[src/rtl/csel_pkg.sv]
package csel_pkg;
    typedef enum logic [1:0] {
        S_IDLE = 2'd0,
        S_WAIT = 2'd1,
        S_TACK = 2'd2,
        S_XACK = 2'd3
    } cyc_state_t;

    localparam int FLD_LO    = 15;
    localparam int B_VALID   = 0;
    localparam int B_WPROT   = 1;
    localparam int B_MSEL_LO = 6;
    localparam int B_PSZ_LO  = 10;
    localparam int O_XACK    = 3;
    localparam int O_WS_LO   = 4;
endpackage

[src/rtl/csel_regs.sv]
module csel_regs
    import csel_pkg::*;
#(
    parameter int AW     = 32,
    parameter int WS_W   = 4,
    parameter int RST_WS = 3,
    localparam int CW    = AW - FLD_LO
) (
    input  logic            clk_i,
    input  logic            rst_ni,
    input  logic            base_we_i,
    input  logic            opt_we_i,
    input  logic [AW-1:0]   wdata_i,
    output logic [CW-1:0]   base_o,
    output logic [CW-1:0]   mask_o,
    output logic            valid_o,
    output logic            wprot_o,
    output logic [1:0]      msel_o,
    output logic [1:0]      psize_o,
    output logic [WS_W-1:0] wait_o,
    output logic            xack_o
);
    always_ff @(posedge clk_i or negedge rst_ni) begin
        if (!rst_ni) begin
            base_o  <= '0;
            valid_o <= 1'b1;
            wprot_o <= 1'b0;
            msel_o  <= 2'b00;
            psize_o <= 2'b01;
        end else if (base_we_i) begin
            base_o  <= wdata_i[AW-1:FLD_LO];
            valid_o <= wdata_i[B_VALID];
            wprot_o <= wdata_i[B_WPROT];
            msel_o  <= wdata_i[B_MSEL_LO +: 2];
            psize_o <= wdata_i[B_PSZ_LO +: 2];
        end
    end

    always_ff @(posedge clk_i or negedge rst_ni) begin
        if (!rst_ni) begin
            mask_o <= '0;
            wait_o <= WS_W'(RST_WS);
            xack_o <= 1'b0;
        end else if (opt_we_i) begin
            mask_o <= wdata_i[AW-1:FLD_LO];
            wait_o <= wdata_i[O_WS_LO +: WS_W];
            xack_o <= wdata_i[O_XACK];
        end
    end

    logic unused_bits;
    assign unused_bits = ^{wdata_i[FLD_LO-1:B_PSZ_LO+2], wdata_i[B_PSZ_LO-1:B_MSEL_LO+2],
                           wdata_i[B_MSEL_LO-1:B_WPROT+1]};
endmodule

[src/rtl/csel_match.sv]
module csel_match
    import csel_pkg::*;
#(
    parameter int AW  = 32,
    localparam int CW = AW - FLD_LO
) (
    input  logic [CW-1:0] addr_hi_i,
    input  logic [CW-1:0] base_i,
    input  logic [CW-1:0] mask_i,
    input  logic          valid_i,
    input  logic          wprot_i,
    input  logic [1:0]    msel_i,
    input  logic          wr_i,
    output logic          hit_o
);
    logic [CW-1:0] diff;

    always_comb begin
        diff  = (addr_hi_i ^ base_i) & mask_i;
        hit_o = valid_i && (msel_i == 2'b00) && (diff == '0) && !(wprot_i && wr_i);
    end
endmodule

[src/rtl/csel_fsm.sv]
module csel_fsm
    import csel_pkg::*;
#(
    parameter int WS_W = 4
) (
    input  logic            clk_i,
    input  logic            rst_ni,
    input  logic            start_i,
    input  logic            hit_i,
    input  logic            wr_i,
    input  logic [WS_W-1:0] wait_i,
    input  logic            xack_sel_i,
    input  logic            ext_ack_i,
    output logic            cs_o,
    output logic            oe_o,
    output logic            ack_o
);
    cyc_state_t      state_q, state_d;
    logic [WS_W-1:0] cnt_q, cnt_d;
    logic            rd_q, rd_d;

    always_ff @(posedge clk_i or negedge rst_ni) begin
        if (!rst_ni) begin
            state_q <= S_IDLE;
            cnt_q   <= '0;
            rd_q    <= 1'b0;
        end else begin
            state_q <= state_d;
            cnt_q   <= cnt_d;
            rd_q    <= rd_d;
        end
    end

    always_comb begin
        state_d = state_q;
        cnt_d   = cnt_q;
        rd_d    = rd_q;
        unique case (state_q)
            S_IDLE: begin
                if (start_i && hit_i) begin
                    rd_d = !wr_i;
                    if (xack_sel_i) begin
                        state_d = S_XACK;
                    end else if (wait_i == '0) begin
                        state_d = S_TACK;
                    end else begin
                        state_d = S_WAIT;
                        cnt_d   = wait_i;
                    end
                end
            end
            S_WAIT: begin
                if (cnt_q == WS_W'(1)) state_d = S_TACK;
                cnt_d = cnt_q - 1'b1;
            end
            S_TACK: state_d = S_IDLE;
            S_XACK: if (ext_ack_i) state_d = S_IDLE;
        endcase
    end

    always_comb begin
        cs_o  = (state_q != S_IDLE);
        oe_o  = cs_o && rd_q;
        ack_o = (state_q == S_TACK) || ((state_q == S_XACK) && ext_ack_i);
    end
endmodule

[src/rtl/csel_bank.sv]
module csel_bank
    import csel_pkg::*;
#(
    parameter int AW     = 32,
    parameter int WS_W   = 4,
    parameter int RST_WS = 3,
    localparam int CW    = AW - FLD_LO
) (
    input  logic          clk_i,
    input  logic          rst_ni,
    input  logic          base_we_i,
    input  logic          opt_we_i,
    input  logic [AW-1:0] wdata_i,
    input  logic [AW-1:0] addr_i,
    input  logic          wr_i,
    input  logic          start_i,
    input  logic          ext_ack_i,
    output logic          cs_o,
    output logic          oe_o,
    output logic          ack_o,
    output logic          hit_o,
    output logic [1:0]    psize_o
);
    logic [CW-1:0]   base_f, mask_f;
    logic            valid_f, wprot_f, xack_f;
    logic [1:0]      msel_f;
    logic [WS_W-1:0] wait_f;

    csel_regs #(.AW(AW), .WS_W(WS_W), .RST_WS(RST_WS)) u_regs (
        .clk_i(clk_i), .rst_ni(rst_ni), .base_we_i(base_we_i), .opt_we_i(opt_we_i),
        .wdata_i(wdata_i), .base_o(base_f), .mask_o(mask_f), .valid_o(valid_f),
        .wprot_o(wprot_f), .msel_o(msel_f), .psize_o(psize_o), .wait_o(wait_f),
        .xack_o(xack_f)
    );

    csel_match #(.AW(AW)) u_match (
        .addr_hi_i(addr_i[AW-1:FLD_LO]), .base_i(base_f), .mask_i(mask_f),
        .valid_i(valid_f), .wprot_i(wprot_f), .msel_i(msel_f), .wr_i(wr_i),
        .hit_o(hit_o)
    );

    csel_fsm #(.WS_W(WS_W)) u_fsm (
        .clk_i(clk_i), .rst_ni(rst_ni), .start_i(start_i), .hit_i(hit_o), .wr_i(wr_i),
        .wait_i(wait_f), .xack_sel_i(xack_f), .ext_ack_i(ext_ack_i),
        .cs_o(cs_o), .oe_o(oe_o), .ack_o(ack_o)
    );

    logic unused_addr;
    assign unused_addr = ^addr_i[FLD_LO-1:0];
endmodule

[config.mk]
export PLATFORM = sky130hd
export DESIGN_NAME = csel_bank
export DESIGN_NICKNAME = d
export VERILOG_FILES = /design/src/rtl/csel_pkg.sv /design/src/rtl/csel_regs.sv /design/src/rtl/csel_match.sv /design/src/rtl/csel_fsm.sv /design/src/rtl/csel_bank.sv
export SDC_FILE = /design/constraint.sdc
export NUM_CORES = 1
export LEC_CHECK = 0
export ABC_AREA = 1
export CAP_MARGIN = 20
export CORE_MARGIN = 2
export CORE_UTILIZATION = 50
export CTS_CLUSTER_SIZE = 20
export DETAILED_ROUTE_END_ITERATION = 16
export GPL_TIMING_DRIVEN = 0
export MAX_ROUTING_LAYER = met4
export PLACE_DENSITY = 0.84
export SLEW_MARGIN = 20
export SYNTH_ARGS = -nofsm -noshare
export SYNTH_HDL_FRONTEND = slang
export SYNTH_SLANG_ARGS = --single-unit
[constraint.sdc]
create_clock -name clk_i -period 2.6 [get_ports clk_i]
set_input_delay 0.52 -clock clk_i [delete_from_list [all_inputs] [get_ports clk_i]]
set_output_delay 0.52 -clock clk_i [all_outputs]
set_load 0.03 [all_outputs]
# After elaboration in Yosys (flattened, before gate mapping)

Index checks and enable logic that the tools add are counted.

Register bits: 52
Output and inout bits: 6
Bits of input ports: 71

Reductions and logical operators: 19
Add/subtract/negate cells: 1
Equality and inequality tests: 9
Bitwise gates (word level): 2
Mux-type cells: 10

Operator list:

| kind                                             | number |
|---|---|
| bitwise AND 17 bit                               | 1 |
| logical NOT 17 bit                               | 1 |
| bitwise XOR 17 bit                               | 1 |
| two-way mux 4 bit                                | 3 |
| two-way mux 2 bit                                | 5 |
| one-hot mux 2 bit (4 select lines)               | 1 |
| one-hot mux 4 bit (2 select lines)               | 1 |
| logical AND 1 bit                                | 7 |
| != test 2 bit, second input constant             | 3 |
| == test 2 bit, second input constant             | 2 |
| == test 4 x 1 -> 1 bit, second input constant    | 1 |
| logical NOT 2 bit                                | 2 |
| logical NOT 4 bit                                | 1 |
| != test 2 x 1 -> 1 bit, second input constant    | 2 |
| AND reduction 4 bit                              | 1 |
| nonzero test 2 bit                               | 2 |
| subtractor 4 x 1 -> 4 bit, second input constant | 1 |
| AND reduction 3 bit                              | 1 |
| == test 2 x 1 -> 1 bit, second input constant    | 1 |
| logical NOT 1 bit                                | 2 |
| AND reduction 2 bit                              | 1 |
| logical OR 1 bit                                 | 1 |

# Longest topological paths before layout

Depth after elaboration: 8
Depth in mapped cells: 12
Depth with buffers taken out: 12

# By module

From an unflattened synthesis, not the netlist that was laid out.

Cell total of the unflattened synthesis: 359
Area total of the unflattened synthesis: 2586.2 µm²

By module, submodules not included:

| module     | area an instance (µm²) | times used | cells each | sequential area each (µm²) |
|---|---|---|---|---|
| csel_regs  | 1702.9                 | 1          | 190        | 1131.1 |
| csel_fsm   | 499.2                  | 1          | 78         | 175.2 |
| csel_match | 384.1                  | 1          | 91         | 0.0 |

# Worst setup path after synthesis

OpenSTA, ideal clock, no wires.

Kind: input to output
From: input port addr_i[19]
To: output port hit_o
Stages on the path: 7
Arrival time: 1.227 ns
Path slack: 0.853 ns
Data required time: 2.080 ns
Path buffers: 0
Path through: inv_1 nand2_1 nand3_2 nand2_1 nor2_1 nand4_1 nor2_2

Cells in the longest elaborated chain, start to end: 5

RTL lines:

| what                            | RTL line         | text |
|---|---|---|
| start: declaration              | csel_bank.sv:14  | `input logic [AW-1:0] addr_i,` |
| bitwise XOR 17 bit              | csel_match.sv:19 | `diff = (addr_hi_i ^ base_i) & mask_i;` |
| bitwise AND 17 bit              | csel_match.sv:19 |  |
| logical NOT 17 bit              | csel_match.sv:20 | `hit_o = valid_i && (msel_i == 2'b00) && (diff == '0) && !(wprot_i && wr_i);` |
| logical AND 1 bit (2 in series) | csel_match.sv:20 |  |
| end: declaration                | csel_bank.sv:21  | `output logic hit_o,` |

Every way passes these cells.

# Final worst setup path

From: input port addr_i[30]
To: output port hit_o

The elaborated chain is that of the path after synthesis.

==> results.md <==
* WHS at 0.233 ns
* Synth area leader: dfrtp_1
* Starting DRT DRC Count at 102
* RSZ-0062 raised after global routing: false
* Count leader, synth: nand2_1
* Design Area, Final at 3300 µm²
* Mean Syn Cell Area at 8.68 µm²
* WL/cell at 12.5 µm
* Final setup fails at 0
* Cell count after synthesis at 299
* Clock Pin Slew Worst Setup and Hold Paths at 0.09 ns
* Crit path time final at 2.42 ns
* DIE HEIGHT at 76.1 µm
* Post-CTS Setup Inserts at 0
* Critical path arrival at 1.90 ns
* TritonRoute pass-1 iters at 4
* # rows at 26
* Ys flop type: dfrtp_1
* Setup CP Type: input port to output port
* Die footprint at 5790 µm²
* H-tree Lvls at 2
* Mapped Nets at 372
* Syn-to-layout area delta at 27.3%
* Hold Path Class: input port to asynchronous set/reset pin
* Longest Clk Path Bufs at 2
* Cell Area, Synth at 2600 µm²
* Worst EP required at 2.08 ns
* Largest net degree at the start of global routing at 53
* Number of global-route vias before repair at 2094
* YS warnings at 0
* Share of cells above drive strength 1 at 15.6%
* Critical Path Sink Type: output port
* Worst Clk Skew at 0.00463 ns
* Vias/cell at 4.98
* Hpwl dp at 4080 µm
* Antenna Nets Post-Route at 0
* Status: complete, no violations
* Initial antenna violation count at 0
* Drt total wl at 5360 µm
* Final Slew Violations at 0
* Leading cell types by count after synthesis: 80 x nand2_1, 48 x dfrtp_1, 39 x inv_1
* Asr flop ratio synth at 100%
* Yosys reg bits at 52
* DP Area at 3210 µm²
* Top cell type's share of synthesized area at 46.3%
* GRT Total Usage at 20.7%
* Root buffer cell: clkbuf_8
* Top area cells in the synthesized netlist: dfrtp_1 46%, mux2_2 12%, nand2_1 12%
* Starting Density at 51.2%
* Core ar. at 5070 µm²
* Number of synthesized flops with an enable pin at 0
* Max-cap violations at 0
* Slew HR at 56.9%
* Highest Clock Rate at 413 MHz
* Vias at 2143
* Crit path launch type: input port
* Num ports at 77
* Worst Max-Slew Pin Slew at 0.646 ns
* P per Cell Area at 652 nW/µm²
* Sequential share of the synthesized area at 50.3%
* Peak VDD IR at 0.309 mV
* Final hold viol count at 0
* First-pass GRT wire length at 9390 µm
* Num CTS Buffers at 5
* Grt ovf at 0
* CTS tree: yes
* Sink Count at 52
* Number of diodes at 0
* Path depth of the worst reg2reg path at 9
* Die W at 76.1 µm
* Pleak at 0.00158 µW
* Worst-path maximum fanout at 4
* GPL Wtd Cong at 0.814
* Port buffer count at 53
* Clk_lat worst skew at 0.30 ns
* # nets final at 432
* Synth unique cells at 23
* DRC violations left at 0
* Final Cycle Share at 93.2%
-- cells by family after synthesis --
family                   count (synthesis)  share of synthesized area, %
XOR/XNOR                                 2                         0.675
flip-flops                              52                          50.3
adder cells (fa/ha/maj)                  2                         0.964
AND/OR/NAND/NOR                        138                          23.1
AO/OA/AOI/OAI                           28                          5.54
buffers and inverters                   49                          7.28
multiplexers                            28                          12.1
-- per-stage QoR --
step	total power, µW	setup TNS (ns)	setup WS (ns)	util, %	instances
floorplan	1460	0	0.853	-	299
global placement	1670	-24.62	-0.510	63.3	422
detailed placement	1700	-0.325	-0.325	63.3	422
CTS	2170	0	0.0486	65.1	430
global route	2310	0	0.0940	65.1	430
finish	2150	0	0.178	65.1	430
-- area by class of cell --
type	count	area, µm²
clock buffer	6	82.6
inverter	42	158
tap	70	87.6
buffer	7	31.3
clock inverter	2	10.0
fill	428	1770
sequential	52	1310
timing repair buffer	53	523
multi-input combinational	198	1110
-- sequential cells by signal, summed over array words and instances (netlist names) --
register and count:
u_regs.xack_o 1, u_regs.valid_o 1, u_fsm.rd_q 1, u_regs.wprot_o 1, u_fsm.cnt_q 4, u_regs.msel_o 2
u_fsm.state_q 2, u_regs.wait_o 4, u_regs.base_o 17, u_regs.mask_o 17, u_regs.psize_o 2
-- cells in the final DEF, fill, tap and decap left out --
master	n
nor2_4	1
buf_2	5
ha_1	2
nor4_1	2
nand4_1	5
nor2_2	1
buf_4	1
nor2_1	24
a21oi_1	2
clkinv_2	2
xnor2_1	2
o21ai_0	23
clkbuf_8	6
nand2_4	2
o21a_1	1
nand3_1	19
inv_1	39
o21ai_1	1
a31oi_1	1
clkdlybuf4s50_1	51
inv_2	3
clkbuf_1	3
nand3_2	3
nor3_1	1
dfstp_2	4
dfrtp_1	48
mux2_2	28
nand2_1	80
-- path summary, 6_finish.rpt --
| check | startpoint | endpoint | slack, ns |
|---|---|---|---|
| min in group clk_i | u_fsm.rd_q$_DFFE_PN0P_ | u_fsm.rd_q$_DFFE_PN0P_ | 0.49 |
| setup / recovery | addr_i[30] | hit_o | 0.18 |
| hold reg to reg | u_fsm.rd_q$_DFFE_PN0P_ | u_fsm.rd_q$_DFFE_PN0P_ | 0.49 |
| setup reg to reg | u_regs.valid_o$_DFFE_PN1P_ | u_fsm.cnt_q[0]$_DFFE_PN0P_ | 1.11 |
| max in group asynchronous | rst_ni | u_fsm.cnt_q[0]$_DFFE_PN0P_ | 1.94 |
| hold / removal | rst_ni | u_regs.base_o[13]$_DFFE_PN0P_ | 0.23 |
-- worst max-delay path: stages --
cell and delay [ns]:
clkdlybuf4s50_1 0.52, nand2_1 0.09, nand3_1 0.09, nand2_1 0.06, nor2_1 0.11, nand4_1 0.15
nor2_4 0.15, buf_2 0.21
-- power by group --
| part | total (µW) | internal (µW) | switching [µW] | leakage [µW] |
|---|---|---|---|---|
| combinational | 677 | 293 | 384 | 0.000909 |
| sequential | 1000 | 925 | 77.2 | 0.000617 |
| clock | 476 | 213 | 263 | 0.0000510 |
-- per-layer routing --
| layer | up-vias | track usage (%) | wire length (µm) |
|---|---|---|---|
| li1 | 1073 | - | - |
| met1 | 1015 | 26.9 | 2450 |
| met2 | 49 | 33.4 | 2600 |
| met3 | 6 | 3.44 | 237 |
| met4 | 0 | 6.73 | 70 |
| met5 | - | - | 0 |
-- timing repair --
action	CTS	global route
endpoints found under the setup margin	1	1
cloned	0	0
gates resized for setup	3	3
hold buffers	0	0
No activity file was read; power rests on OpenSTA's default activity.
